**config.mk**
```make
export PLATFORM = sky130hd
export DESIGN_NAME = iocomp_code_sel
export DESIGN_NICKNAME = d
export VERILOG_FILES = /design/src/rtl/iocomp_code_sel.sv
export SDC_FILE = /design/constraint.sdc
export NUM_CORES = 1
export LEC_CHECK = 0
export ABC_CLOCK_PERIOD_IN_PS = 3000
export BUFFER_PORTS_ARGS = -buffer_cell sky130_fd_sc_hd__buf_2
export CAP_MARGIN = 30
export CELL_PAD_IN_SITES_DETAIL_PLACEMENT = 0
export CELL_PAD_IN_SITES_GLOBAL_PLACEMENT = 2
export CORE_MARGIN = 1.5
export CORE_UTILIZATION = 32
export CTS_CLUSTER_SIZE = 25
export DETAILED_ROUTE_END_ITERATION = 10
export GPL_TIMING_DRIVEN = 0
export PLACE_DENSITY_LB_ADDON = 0.1
export SYNTH_ARGS = -nofsm -noshare
export SYNTH_HDL_FRONTEND = slang
export SYNTH_SLANG_ARGS = --single-unit
```
**constraint.sdc**
```tcl
create_clock -name clk -period 3 [get_ports clk]
set_input_delay 0.75 -clock clk [delete_from_list [all_inputs] [get_ports clk]]
set_output_delay 0.75 -clock clk [all_outputs]
set_load 0.1 [all_outputs]
```
**src/rtl/iocomp_code_sel.sv**
```systemverilog
module iocomp_code_sel #(
  parameter int CW = 8,
  parameter logic [7:0] DEF_CODE = 8'h78,
  parameter logic [7:0] TRIM_RST = 8'h78
) (
  input  logic          clk,
  input  logic          rst_n,
  input  logic          reg_wr,
  input  logic [1:0]    reg_addr,
  input  logic [CW-1:0] reg_wdata,
  output logic [CW-1:0] reg_rdata,
  input  logic [CW-1:0] cell_code,
  input  logic          cell_valid,
  input  logic          osc_en,
  input  logic          mode_sleep,
  input  logic          mode_stop,
  input  logic          mode_standby,
  output logic          ready,
  output logic [CW-1:0] meas_value,
  output logic [CW/2-1:0] pad_pcode,
  output logic [CW/2-1:0] pad_ncode
);
  localparam int HW = CW / 2;

  logic          en_q, sel_q, rdy_q;
  logic [CW-1:0] trim_q, meas_q, pad_q, pad_d;
  logic          cell_on, sample;

  assign cell_on = en_q & ~mode_standby;
  assign sample  = cell_on & osc_en & cell_valid;

  always_comb begin
    if (mode_standby)         pad_d = DEF_CODE;
    else if (sel_q)           pad_d = trim_q;
    else if (cell_on & rdy_q) pad_d = meas_q;
    else                      pad_d = DEF_CODE;
  end

  always_ff @(posedge clk or negedge rst_n) begin
    if (!rst_n) begin
      en_q   <= 1'b0;
      sel_q  <= 1'b1;
      trim_q <= TRIM_RST;
      meas_q <= '0;
      rdy_q  <= 1'b0;
      pad_q  <= DEF_CODE;
    end else begin
      pad_q <= pad_d;
      rdy_q <= cell_on & osc_en & (rdy_q | cell_valid);
      if (sample) meas_q <= cell_code;
      if (reg_wr && reg_addr == 2'd0) begin
        en_q  <= reg_wdata[0];
        sel_q <= reg_wdata[1];
      end
      if (reg_wr && reg_addr == 2'd2) trim_q <= reg_wdata;
    end
  end

  always_comb begin
    case (reg_addr)
      2'd0:    reg_rdata = {rdy_q, {(CW-3){1'b0}}, sel_q, en_q};
      2'd1:    reg_rdata = meas_q;
      2'd2:    reg_rdata = trim_q;
      default: reg_rdata = '0;
    endcase
  end

  assign ready      = rdy_q;
  assign meas_value = meas_q;
  assign pad_pcode  = pad_q[CW-1:HW];
  assign pad_ncode  = pad_q[HW-1:0];


  standby_default_chk: assert property (@(posedge clk) disable iff (!rst_n)
    mode_standby |=> {pad_pcode, pad_ncode} == DEF_CODE);

  rdy_osc_chk: assert property (@(posedge clk) disable iff (!rst_n)
    !osc_en |=> !ready);

  rdy_en_chk: assert property (@(posedge clk) disable iff (!rst_n)
    (!en_q || mode_standby) |=> !ready);

  meas_ro_chk: assert property (@(posedge clk) disable iff (!rst_n)
    (reg_wr && reg_addr == 2'd1 && !cell_valid) |=> $stable(meas_value));

  trim_apply_chk: assert property (@(posedge clk) disable iff (!rst_n)
    (sel_q && !mode_standby) |=> {pad_pcode, pad_ncode} == $past(trim_q));

  lowpwr_keep_chk: assert property (@(posedge clk) disable iff (!rst_n)
    ((mode_sleep || mode_stop) && !mode_standby && !reg_wr && sel_q)
      |=> {pad_pcode, pad_ncode} == $past(trim_q));

  default_when_off_chk: assert property (@(posedge clk) disable iff (!rst_n)
    (!sel_q && !en_q) |=> {pad_pcode, pad_ncode} == DEF_CODE);
endmodule

```
==> summary by stage <==
Worst setup path
On the worst path, the slowest cell contributes a delay of 0.47 ns. The required time at the worst-slack endpoint is 2.25 ns. The first element of the critical path is reg_addr[1]. The startpoint class of the critical path is an input pin.

The signal on the critical path passes through buf_4, nor2b_1, a22o_1, buf_2. Broken down by cell family, the worst path's largest delay share belongs to buffers and inverters. Counting both buffers and inverters, the worst setup path holds a total of 2. The reg-to-reg critical path startpoint is sel_q. The arrival time reported for the critical path endpoint is 2.02 ns. The critical path in this run is classified as input pin to output port. The capturing element type of the critical path is an output port.

In this run the worst path has a maximum fanout of 7. The cell with the largest stage delay on the worst path is sky130_fd_sc_hd__nor2b_1.

Pwr
For this design the ratio of total power to cell area is 906 mW/mm². Internal power comes to 0.699 mW. The net switching component of the power is 0.785 mW. The analysis attributes to cell leakage a power of 0.787 nW. Of the total power, the clock network draws 14.0%. Across the VDD grid, the largest voltage drop is 365 µV.

The share of total power dissipated in combinational logic is 50.9%. Sequential cells burn 35.1% of the power. Net switching is 52.9% of the power.

Synthesis
The synthesis-stage register bit count is 27. Of the total synthesized cell area, the portion taken by XOR and XNOR cells is 0%. In this run, distinct cell masters in the synthesized netlist total 20.

The part of the Yosys area used for sequential elements is 53.5%. The number of nets handed over by synthesis was 119. The total of warnings raised by yosys is 0. Summing the areas of all and, or, nand and nor instances in the mapped netlist gives 16.0% of the synthesized area. After synthesis, the largest family of logic cells by area is multiplexers. The area fraction in compound gates after synthesis is 9.36%. After synthesis the cells add up to 0.00128 mm². Of the total synthesized cell area, the portion taken by full adders, half adders and majority gates is 0%. Each instance of the synthesized netlist takes up on average 13.8 µm². The portion of synthesized area spent on multiplexers is 18.1%. In the synthesized netlist, the number of instances is 93.

Timing
The count of pins over their slew limit is 0. The total negative slack is 0 ns. The final count of negative-setup-slack endpoints is 0.

The time the final worst path needs with I/O delays and setup is 2.77 ns. The period utilization is 92.3%. The maximum frequency from static timing analysis is 361 MHz. Hold is met by 0.486 ns. On the final layout, the worst clock skew is 0.00328 ns. The final hold violation count is 0.

At the pin with the least slew margin, the transition time is 0.618 ns. The remaining max-slew budget at the tightest pin is 58.8%. The final worst-path setup slack is 0.231 ns.

Setup repair after global routing left no endpoint under its margin.

Finish
After the last flow step, the layout net total stands at 170. In the final layout, flip-flops and latches occupy 687 µm². The area growth from synthesis to layout is 27.6%. The final antenna diode count is 0.

The finished cells cover 0.00164 mm². The fraction of final layout cells sized beyond drive strength 1 is 63.6%. The multi-input combinational cells in the finished layout cover a total of 577 µm². The top cell types in the final layout, fill and taps aside, are 50 x sky130_fd_sc_hd__buf_2, 18 x sky130_fd_sc_hd__mux2_2, 18 x sky130_fd_sc_hd__dfrtp_1. The most common library cell in the layout ignoring fill and taps is sky130_fd_sc_hd__buf_2. The count of filler cells inserted in the layout is 389.

Detailed routing
Using the TritonRoute via totals, the vias-per-cell ratio works out to 4.81. The number of DRC violations after detailed routing is 0. The mean routed wirelength per cell is 16.2 µm. The routed wire length is 3090 µm.

The initial detailed-routing violation count is 23. The total via count after detailed routing is 919. The count of nets left with antenna violations once routing finished came out at 0. The number of iterations in the first detailed-routing pass is 4.

Clocking
The maximum number of buffers from clock root to sink is 2. The number of sinks on the clock net is 27. TritonCTS created 3 clock buffers. The total of hold buffers inserted after clock tree synthesis is 0. The TritonCTS clock tree is done. Clock-pin slew was measured on the worst setup and hold paths at 0.09 ns. The clock latency reported for the late side of the worst-skew pair is 0.27 ns. Gates resized during post-CTS repair numbered 0. The cell chosen for the clock root is sky130_fd_sc_hd__clkbuf_8. In this run the number of H-tree levels came out at 1. Post-CTS timing repair inserted 0 buffers for setup.

Die
The effective utilization at floorplan is 34.3%. The horizontal die dimension is 66.3 µm. The number of top-level pins is 51. The die covers 0.00440 mm². The floorplan step defined a core boundary enclosing 0.00374 mm². The number of standard-cell rows in the floorplan is 22. The die boundary height is 66.3 µm.

Global route
Global routing finished with a remaining overflow of 0. The largest net degree at the start of global routing is 28. Across every metal layer, demand over resource in global routing totals 15.1%. The number of global-route vias before repair is 956. The number of antenna violations at the first check in global routing is 0. The global-route wire length before repair is 4950 µm.

Placement
In this run the cell area measured after placement is 0.00159 mm². The total half-perimeter wirelength after legalization and detailed placement is 2080 µm. The minimum setup slack after placement is 0.220 ns. The placer congestion estimate is 0.735.

The count of input and output buffers is 46.

Outcome
The run finished with clean final reports.

Worst hold path
The type of the tightest min-delay check is input pin to asynchronous set/reset pin.

Job
The reported max-cap violation count is 0.
==> power by group through the flow <==
stage / logic (mW) / registers [mW] / clock network (mW)
final: 0.756 / 0.521 / 0.207
after global routing: 0.783 / 0.535 / 0.235
after CTS: 0.761 / 0.522 / 0.221
after detailed placement: 0.760 / 0.529 / 0
after global placement: 0.758 / 0.524 / 0
after floorplan: 0.280 / 0.886 / 0
==> Yosys cell counts <==
library cell                 n  share of area [%]
sky130_fd_sc_hd__nand2_1     4                1.2
sky130_fd_sc_hd__dfrtp_1    18                 35
sky130_fd_sc_hd__buf_2       4                1.6
sky130_fd_sc_hd__o2bb2ai_1   3                2.0
sky130_fd_sc_hd__nor4bb_1    2                1.6
sky130_fd_sc_hd__mux2i_1     3                2.3
sky130_fd_sc_hd__buf_4       1               0.59
sky130_fd_sc_hd__nand4b_4    1                1.9
sky130_fd_sc_hd__nor2b_1     6                2.9
sky130_fd_sc_hd__nand4b_1    4                2.7
sky130_fd_sc_hd__o21bai_1    4                2.3
sky130_fd_sc_hd__buf_6       1               0.88
sky130_fd_sc_hd__a21oi_1     4                1.6
sky130_fd_sc_hd__nor2_1      1               0.29
sky130_fd_sc_hd__nand3b_4    1                1.6
sky130_fd_sc_hd__nor3b_2     1               0.97
sky130_fd_sc_hd__and4bb_2    3                2.9
sky130_fd_sc_hd__mux2_2     18                 16
sky130_fd_sc_hd__a22o_1      5                3.4
sky130_fd_sc_hd__dfstp_2     9                 18
==> flip-flops by register name (all words and copies together) (netlist names) <==
register    count
trim_q          8
en_q            1
ready           1
meas_value      8
pad_q           8
sel_q           1
==> routing by layer <==
layer,up-vias,global-route usage (%),part of all wire (%)
li1,442,-,-
met1,442,21.8,48
met2,33,24.1,47
met3,2,1.53,4.8
met4,0,3.83,0.42
met5,-,0,0
==> path summary, 6_finish.rpt <==
kind	end	slack, ns	cells after the start
max reg2reg	pad_q[7]	1.86	3
max	reg_rdata[3]	0.23	4
min in group clk	trim_q[7]	0.55	1
max in group asynchronous	meas_value[3]	2.12	1
min	pad_q[2]	0.49	1
min reg2reg	trim_q[7]	0.55	1
==> cell type report <==
type / count / share of cell area (%)
plain buffers: 6 / 2.37
clock buffers: 4 / 2.75
multi-input cells: 60 / 35.2
flip-flops and latches: 27 / 41.9
well taps: 48 / 3.67
repair buffers: 46 / 14.1
==> cell families (layout without fill, tap and decap cells) <==
group	count (synthesis)	count (layout)
mux	21	21
compound gates	16	16
flops	27	27
simple gates	23	23
buf+inv	6	56
==> per-stage QoR <==
| step | power, mW | instances | utilization, % |
|---|---|---|---|
| floorplan | 1.17 | 93 | - |
| global placement | 1.28 | 187 | 42.5 |
| detailed placement | 1.29 | 187 | 42.5 |
| CTS | 1.50 | 191 | 43.8 |
| global route | 1.55 | 191 | 43.8 |
| finish | 1.48 | 191 | 43.8 |
No activity file was read; power rests on OpenSTA's default activity.
